$ cat src/rtl/fsc_pkg.sv
package fsc_pkg;

    localparam int SLOT_MAX = 4;
    localparam int CNT_W    = $clog2(SLOT_MAX);
    localparam int LEN_W    = $clog2(SLOT_MAX + 1);

    typedef enum logic [1:0] {
        REQ_IDLE       = 2'd0,
        REQ_HELD       = 2'd1,
        REQ_ARMED      = 2'd2,
        REQ_ARMED_HELD = 2'd3
    } req_state_e;

    typedef enum logic [1:0] {
        DIV_1   = 2'b00,
        DIV_1P5 = 2'b01,
        DIV_2   = 2'b10,
        DIV_4   = 2'b11
    } div_sel_e;

    // Inner slot length in input cycles; the 1.5 ratio alternates 1 and 2.
    function automatic logic [LEN_W-1:0] slot_len(div_sel_e sel, logic half);
        logic [LEN_W-1:0] len;
        unique case (sel)
            DIV_1:   len = LEN_W'(1);
            DIV_1P5: len = half ? LEN_W'(2) : LEN_W'(1);
            DIV_2:   len = LEN_W'(2);
            DIV_4:   len = LEN_W'(4);
            default: len = LEN_W'(1);
        endcase
        return len;
    endfunction

endpackage

$ cat src/rtl/fsc_req_fsm.sv
module fsc_req_fsm
    import fsc_pkg::*;
(
    input  logic       clk,
    input  logic       rst_n,
    input  logic       wr,
    input  logic [1:0] code,
    input  logic       vblank,
    input  logic       boundary,
    output logic [1:0] act_sel,
    output logic       pending,
    output logic       restart
);

    req_state_e state, state_nxt;
    div_sel_e   held_q, held_d;
    div_sel_e   arm_q, arm_d;
    div_sel_e   act_q, act_d;
    logic       apply;

    // State register
    always_ff @(posedge clk or negedge rst_n) begin
        if (!rst_n) begin
            state <= REQ_IDLE;
        end else begin
            state <= state_nxt;
        end
    end

    // Data registers
    always_ff @(posedge clk or negedge rst_n) begin
        if (!rst_n) begin
            held_q <= DIV_1;
            arm_q  <= DIV_1;
            act_q  <= DIV_1;
        end else begin
            held_q <= held_d;
            arm_q  <= arm_d;
            act_q  <= act_d;
        end
    end

    // Next state and data; order within a cycle is boundary, vblank, write
    always_comb begin
        state_nxt = state;
        held_d    = wr ? div_sel_e'(code) : held_q;
        arm_d     = arm_q;
        act_d     = act_q;
        apply     = 1'b0;
        unique case (state)
            REQ_IDLE: begin
                if (wr) state_nxt = REQ_HELD;
            end
            REQ_HELD: begin
                if (vblank) begin
                    arm_d     = held_q;
                    state_nxt = wr ? REQ_ARMED_HELD : REQ_ARMED;
                end
            end
            REQ_ARMED: begin
                if (boundary) begin
                    apply     = 1'b1;
                    act_d     = arm_q;
                    state_nxt = wr ? REQ_HELD : REQ_IDLE;
                end else if (wr) begin
                    state_nxt = REQ_ARMED_HELD;
                end
            end
            REQ_ARMED_HELD: begin
                if (boundary) begin
                    apply = 1'b1;
                    act_d = arm_q;
                    if (vblank) begin
                        arm_d     = held_q;
                        state_nxt = wr ? REQ_ARMED_HELD : REQ_ARMED;
                    end else begin
                        state_nxt = REQ_HELD;
                    end
                end
            end
            default: state_nxt = REQ_IDLE;
        endcase
    end

    // Outputs
    always_comb begin
        pending = (state != REQ_IDLE);
        restart = apply;
        act_sel = act_q;
    end

    AST_PEND_KEEP: assert property (@(posedge clk) disable iff (!rst_n)
        (pending && !boundary) |=> pending);
    AST_ACT_ON_EDGE: assert property (@(posedge clk) disable iff (!rst_n)
        (act_q != $past(act_q)) |-> $past(boundary));
    AST_VB_ARMS: assert property (@(posedge clk) disable iff (!rst_n)
        (state == REQ_HELD && vblank) |=> (state == REQ_ARMED || state == REQ_ARMED_HELD));
    AST_IDLE_VB: assert property (@(posedge clk) disable iff (!rst_n)
        (state == REQ_IDLE && vblank && !wr) |=> (state == REQ_IDLE));

endmodule

$ cat src/rtl/fsc_sel_divider.sv
module fsc_sel_divider
    import fsc_pkg::*;
#(
    parameter bit BYPASS = 1'b0
) (
    input  logic       clk,
    input  logic       rst_n,
    input  logic [1:0] sel,
    input  logic       restart,
    output logic       out_en
);

    logic [CNT_W-1:0] cnt;
    logic             half;
    logic             phase;
    logic [LEN_W-1:0] len;
    logic [CNT_W-1:0] last;
    logic             tick;

    generate
        if (BYPASS) begin : g_bypass
            assign len = LEN_W'(1);
        end else begin : g_select
            assign len = slot_len(div_sel_e'(sel), half);
        end
    endgenerate

    assign last   = CNT_W'(len - LEN_W'(1));
    assign tick   = (cnt == last);
    assign out_en = tick & phase;

    always_ff @(posedge clk or negedge rst_n) begin
        if (!rst_n) begin
            cnt   <= '0;
            half  <= 1'b0;
            phase <= 1'b0;
        end else if (restart) begin
            cnt   <= '0;
            half  <= 1'b0;
            phase <= 1'b0;
        end else if (tick) begin
            cnt   <= '0;
            phase <= ~phase;
            if (!BYPASS && div_sel_e'(sel) == DIV_1P5) half <= ~half;
        end else begin
            cnt <= cnt + 1'b1;
        end
    end

    AST_CNT_BOUND: assert property (@(posedge clk) disable iff (!rst_n)
        cnt <= last);
    AST_OUT_GAP: assert property (@(posedge clk) disable iff (!rst_n)
        out_en |=> !out_en);
    AST_RESTART_ON_EDGE: assert property (@(posedge clk) disable iff (!rst_n)
        restart |-> out_en);

endmodule

$ cat src/rtl/frame_sync_clkdiv.sv
module frame_sync_clkdiv #(
    parameter bit BYPASS = 1'b0
) (
    input  logic       clk,
    input  logic       rst_n,
    input  logic       sel_wr,
    input  logic [1:0] sel_code,
    input  logic       vblank_start,
    output logic       out_en,
    output logic       pending,
    output logic [1:0] active_sel
);

    logic restart;

    generate
        if (BYPASS) begin : g_fixed_only
            assign active_sel = 2'b00;
            assign pending    = 1'b0;
            assign restart    = 1'b0;
        end else begin : g_requests
            fsc_req_fsm i_req (
                .clk      (clk),
                .rst_n    (rst_n),
                .wr       (sel_wr),
                .code     (sel_code),
                .vblank   (vblank_start),
                .boundary (out_en),
                .act_sel  (active_sel),
                .pending  (pending),
                .restart  (restart)
            );

            AST_WR_PENDS: assert property (@(posedge clk) disable iff (!rst_n)
                sel_wr |=> pending);
        end
    endgenerate

    fsc_sel_divider #(.BYPASS(BYPASS)) i_div (
        .clk     (clk),
        .rst_n   (rst_n),
        .sel     (active_sel),
        .restart (restart),
        .out_en  (out_en)
    );

    AST_SEL_ONLY_ON_EDGE: assert property (@(posedge clk) disable iff (!rst_n)
        (active_sel != $past(active_sel)) |-> $past(out_en));

endmodule

$ cat config.mk
export PLATFORM = sky130hd
export DESIGN_NAME = frame_sync_clkdiv
export DESIGN_NICKNAME = d
export VERILOG_FILES = /design/src/rtl/fsc_pkg.sv /design/src/rtl/fsc_req_fsm.sv /design/src/rtl/fsc_sel_divider.sv /design/src/rtl/frame_sync_clkdiv.sv
export SDC_FILE = /design/constraint.sdc
export NUM_CORES = 1
export LEC_CHECK = 0
export BUFFER_PORTS_ARGS = -buffer_cell sky130_fd_sc_hd__buf_4
export CAP_MARGIN = 20
export CORE_AREA = 5 5 42 44
export CTS_BUF_LIST = sky130_fd_sc_hd__clkbuf_4 sky130_fd_sc_hd__clkbuf_8
export DETAILED_ROUTE_END_ITERATION = 10
export DIE_AREA = 0 0 47 49
export GPL_ROUTABILITY_DRIVEN = 0
export GPL_TIMING_DRIVEN = 0
export RECOVER_POWER = 100
export SYNTH_ARGS = -nofsm -noshare
export SYNTH_HDL_FRONTEND = slang
export SYNTH_SLANG_ARGS = --single-unit
$ cat constraint.sdc
create_clock -name clk -period 3.4 [get_ports clk]
set_input_delay 0.34 -clock clk [delete_from_list [all_inputs] [get_ports clk]]
set_output_delay 0.34 -clock clk [all_outputs]
set_load 0.005 [all_outputs]
==> impl_metrics.json <==
{
  "ys_top_cells_by_area": "dfrtp_1 (52%), mux2_1 (5.8%), mux2_2 (3.9%)",
  "worst_pin_slew_ns": 0.646,
  "h-tree-depth": 1,
  "cts_root_buf": "clkbuf_4",
  "drtAntennaViolNets": 0,
  "synth_top_area_cell": "dfrtp_1",
  "setup_viol": 0,
  "cp.required_ns": 3.06,
  "io_pins": 10,
  "min_period_ns": 2.28,
  "yosysTopAreaCellShare": 0.517,
  "grt_first_pass_wirelength_mm": 1.77,
  "dieHeight_um": 49,
  "synth-seq-area-share": 0.517,
  "rows": 14,
  "n_fill_cell": 146,
  "gr-total-overflow": 0,
  "max_stage_delay_ns": 0.37,
  "p_switching_uw": 235,
  "power.leakage_uw": 0.000308,
  "p_int_uw": 385,
  "numCtsBuffers": 3,
  "groute.usage.overall": 0.111,
  "die_x_um": 47,
  "seq_power_share": 0.422,
  "seq_area_um2": 300,
  "vias_per_cell": 5.34,
  "critPathSlowestCell": "a211oi_1",
  "p_clk_frac": 0.134,
  "crit_buf_inv": 2,
  "clk_latency_ns": 0.27,
  "yosysUniqueCellTypes": 27,
  "antenna_cells": 0,
  "drc": 0,
  "path_class": "register to output port",
  "core_area_um2": 1400,
  "crit_chain": "clkbuf_1 > and4bb_1 > a211oi_1 > nor2_1 > and2_0 > buf_4",
  "slew_viol_final": 0,
  "wl_um": 984,
  "yosys_warnings": 0,
  "hold_class": "primary input to register",
  "hold_viol_final": 0,
  "multiInputGateArea_um2": 258,
  "critical_path.top_delay_family": "simple AND/OR/NAND/NOR gates",
  "slew_headroom": 0.570,
  "fin_skew_ns": 0.00765,
  "rsz0062_at_grt": "false",
  "finalCritPeriodShare": 0.671,
  "final_net_count": 74,
  "ir_worst_vdd_v": 0.000305,
  "hpwl_um": 785,
  "powerDensity_nw_per_um2": 899,
  "syn_area_um2": 581,
  "critPathCaptureType": "output port",
  "grt_pass1_vias": 426,
  "fin_ws_ns": 1.12,
  "antenna_found_initial": 0,
  "pre_cts_slack_ns": 1.48,
  "cts_tree": "done",
  "synth_nets": 59,
  "fmax_mhz": 438,
  "syn_inst": 53,
  "crit_arrival_ns": 1.94,
  "maxCapViolations": 0,
  "avgSynthCellArea_um2": 11.0,
  "path_clk_slew_ns": 0.07,
  "drt_iter0_drc": 7,
  "cts_setup_buffers": 0,
  "wl_per_cell_um": 12.0,
  "dr.pass1.iters": 4,
  "outcome": "completed",
  "ys_ff_latch": 12,
  "port_buffers": 9,
  "fin_util": 0.492,
  "syn_to_final_growth_pct": 18.7,
  "cts_sinks": 12,
  "worstPathMaxFanout": 8,
  "combPwrFrac": 0.444,
  "initial_core_util": 0.414,
  "tns_ns": 0,
  "layout_common_cells": "dfrtp_1 (12), clkbuf_4 (6), nor2_1 (5), buf_4 (5)",
  "final_common_cell": "dfrtp_1",
  "dieArea_um2": 2300,
  "num_vias": 438,
  "drive_above_1_share": 0.212,
  "cp-start-kind": "register",
  "grt_max_degree": 13,
  "cts_buffer_depth": 2,
  "p_sw_frac": 0.379
}
[cells in the mapped netlist]
cell type / instances
a2111oi_2: 1
o22ai_1: 1
nor2_1: 5
nand2_1: 3
a31oi_1: 1
and4bb_1: 1
xnor2_1: 1
mux2_1: 3
clkbuf_2: 1
or2_2: 1
a21o_1: 1
a211oi_1: 2
nor3_1: 2
nand3_1: 1
dfrtp_1: 12
nor3b_1: 1
nand2b_1: 1
mux2i_1: 1
o21ai_0: 2
mux2_2: 2
a32o_1: 1
and2_1: 2
a21oi_1: 1
or4_1: 1
xor2_1: 1
or2b_1: 1
inv_1: 3
[through the flow]
| step | area [um2] | instances | power (uW) | hold slack, ns |
|---|---|---|---|---|
| after CTS | 701 | 82 | 649 | 0.236 |
| after detailed placement | 668 | 78 | 560 | 0.188 |
| after global routing | 689 | 82 | 686 | 0.241 |
| after floorplan | 581 | 53 | 469 | 0.0444 |
| final | 689 | 82 | 620 | 0.247 |
| after global placement | 668 | 78 | 552 | 0.187 |
[worst reg2reg max path: cells and delay by family (launching register included)]
| family | cells | cell delay (ns) |
|---|---|---|
| buffers and inverters | 1 | 0.26 |
| and+or+nand+nor | 2 | 0.42 |
| muxes | 1 | 0.34 |
| DFF | 1 | 0.35 |
| AOI/OAI and AO/OA | 1 | 0.55 |
[layer usage]
metal,track usage,vias to the layer above,routed length (um)
li1,-,215,-
met1,0.134,207,411
met2,0.149,11,480
met3,0.0221,5,45
met4,0.115,0,47
met5,0,-,0
[power groups by stage]
stage	sequential (uW)	clock, uW	combinational, uW
5_1_grt	275	95.1	316
3_5_place_dp	266	0	294
4_1_cts	263	89.8	296
2_1_floorplan	251	0	218
3_3_place_gp	263	0	289
6_report	262	83.1	275
[logic make-up (layout without fill, tap and decap cells)]
group | Yosys count | count (layout) | share of synthesized area
simple gates | 19 | 19 | 0.181
flops | 12 | 12 | 0.517
compound gates | 10 | 10 | 0.129
mux | 6 | 6 | 0.114
buf+inv | 4 | 17 | 0.0280
xor+xnor | 2 | 2 | 0.0302
[registers in the layout (all words and copies together), names as in the netlist]
| signal | flops |
|---|---|
| i_div.half | 1 |
| g_requests.i_req.state | 2 |
| g_requests.i_req.arm_q | 2 |
| i_div.cnt | 2 |
| i_div.phase | 1 |
| g_requests.i_req.held_q | 2 |
| g_requests.i_req.act_sel | 2 |
[area by class of cell]
cell class,instances,share of cell area
plain buffers,1,0.00544
clock buffers,3,0.0327
inverters,3,0.0163
multi-input cells,37,0.374
flip-flops and latches,12,0.436
well taps,16,0.0290
repair buffers,10,0.107
[path summary, 6_finish.rpt]
path	from	cells after the start	slack [ns]	endpoint
min in group asynchronous	rst_n	2	0.60	g_requests.i_req.arm_q[1]
max in group asynchronous	rst_n	2	2.38	i_div.cnt[1]
max reg2reg	g_requests.i_req.act_sel[1]	5	1.35	g_requests.i_req.arm_q[0]
min reg2reg	g_requests.i_req.arm_q[0]	1	0.48	g_requests.i_req.arm_q[0]
max	g_requests.i_req.act_sel[1]	6	1.12	out_en
min	vblank_start	2	0.25	g_requests.i_req.state[0]
[timing repair]
item                      in CTS  in global routing
hold endpoints to repair      12                  0
hold buffers                   1                  0
gates resized for setup        0                  0
Power figures use the tool's default switching activity.
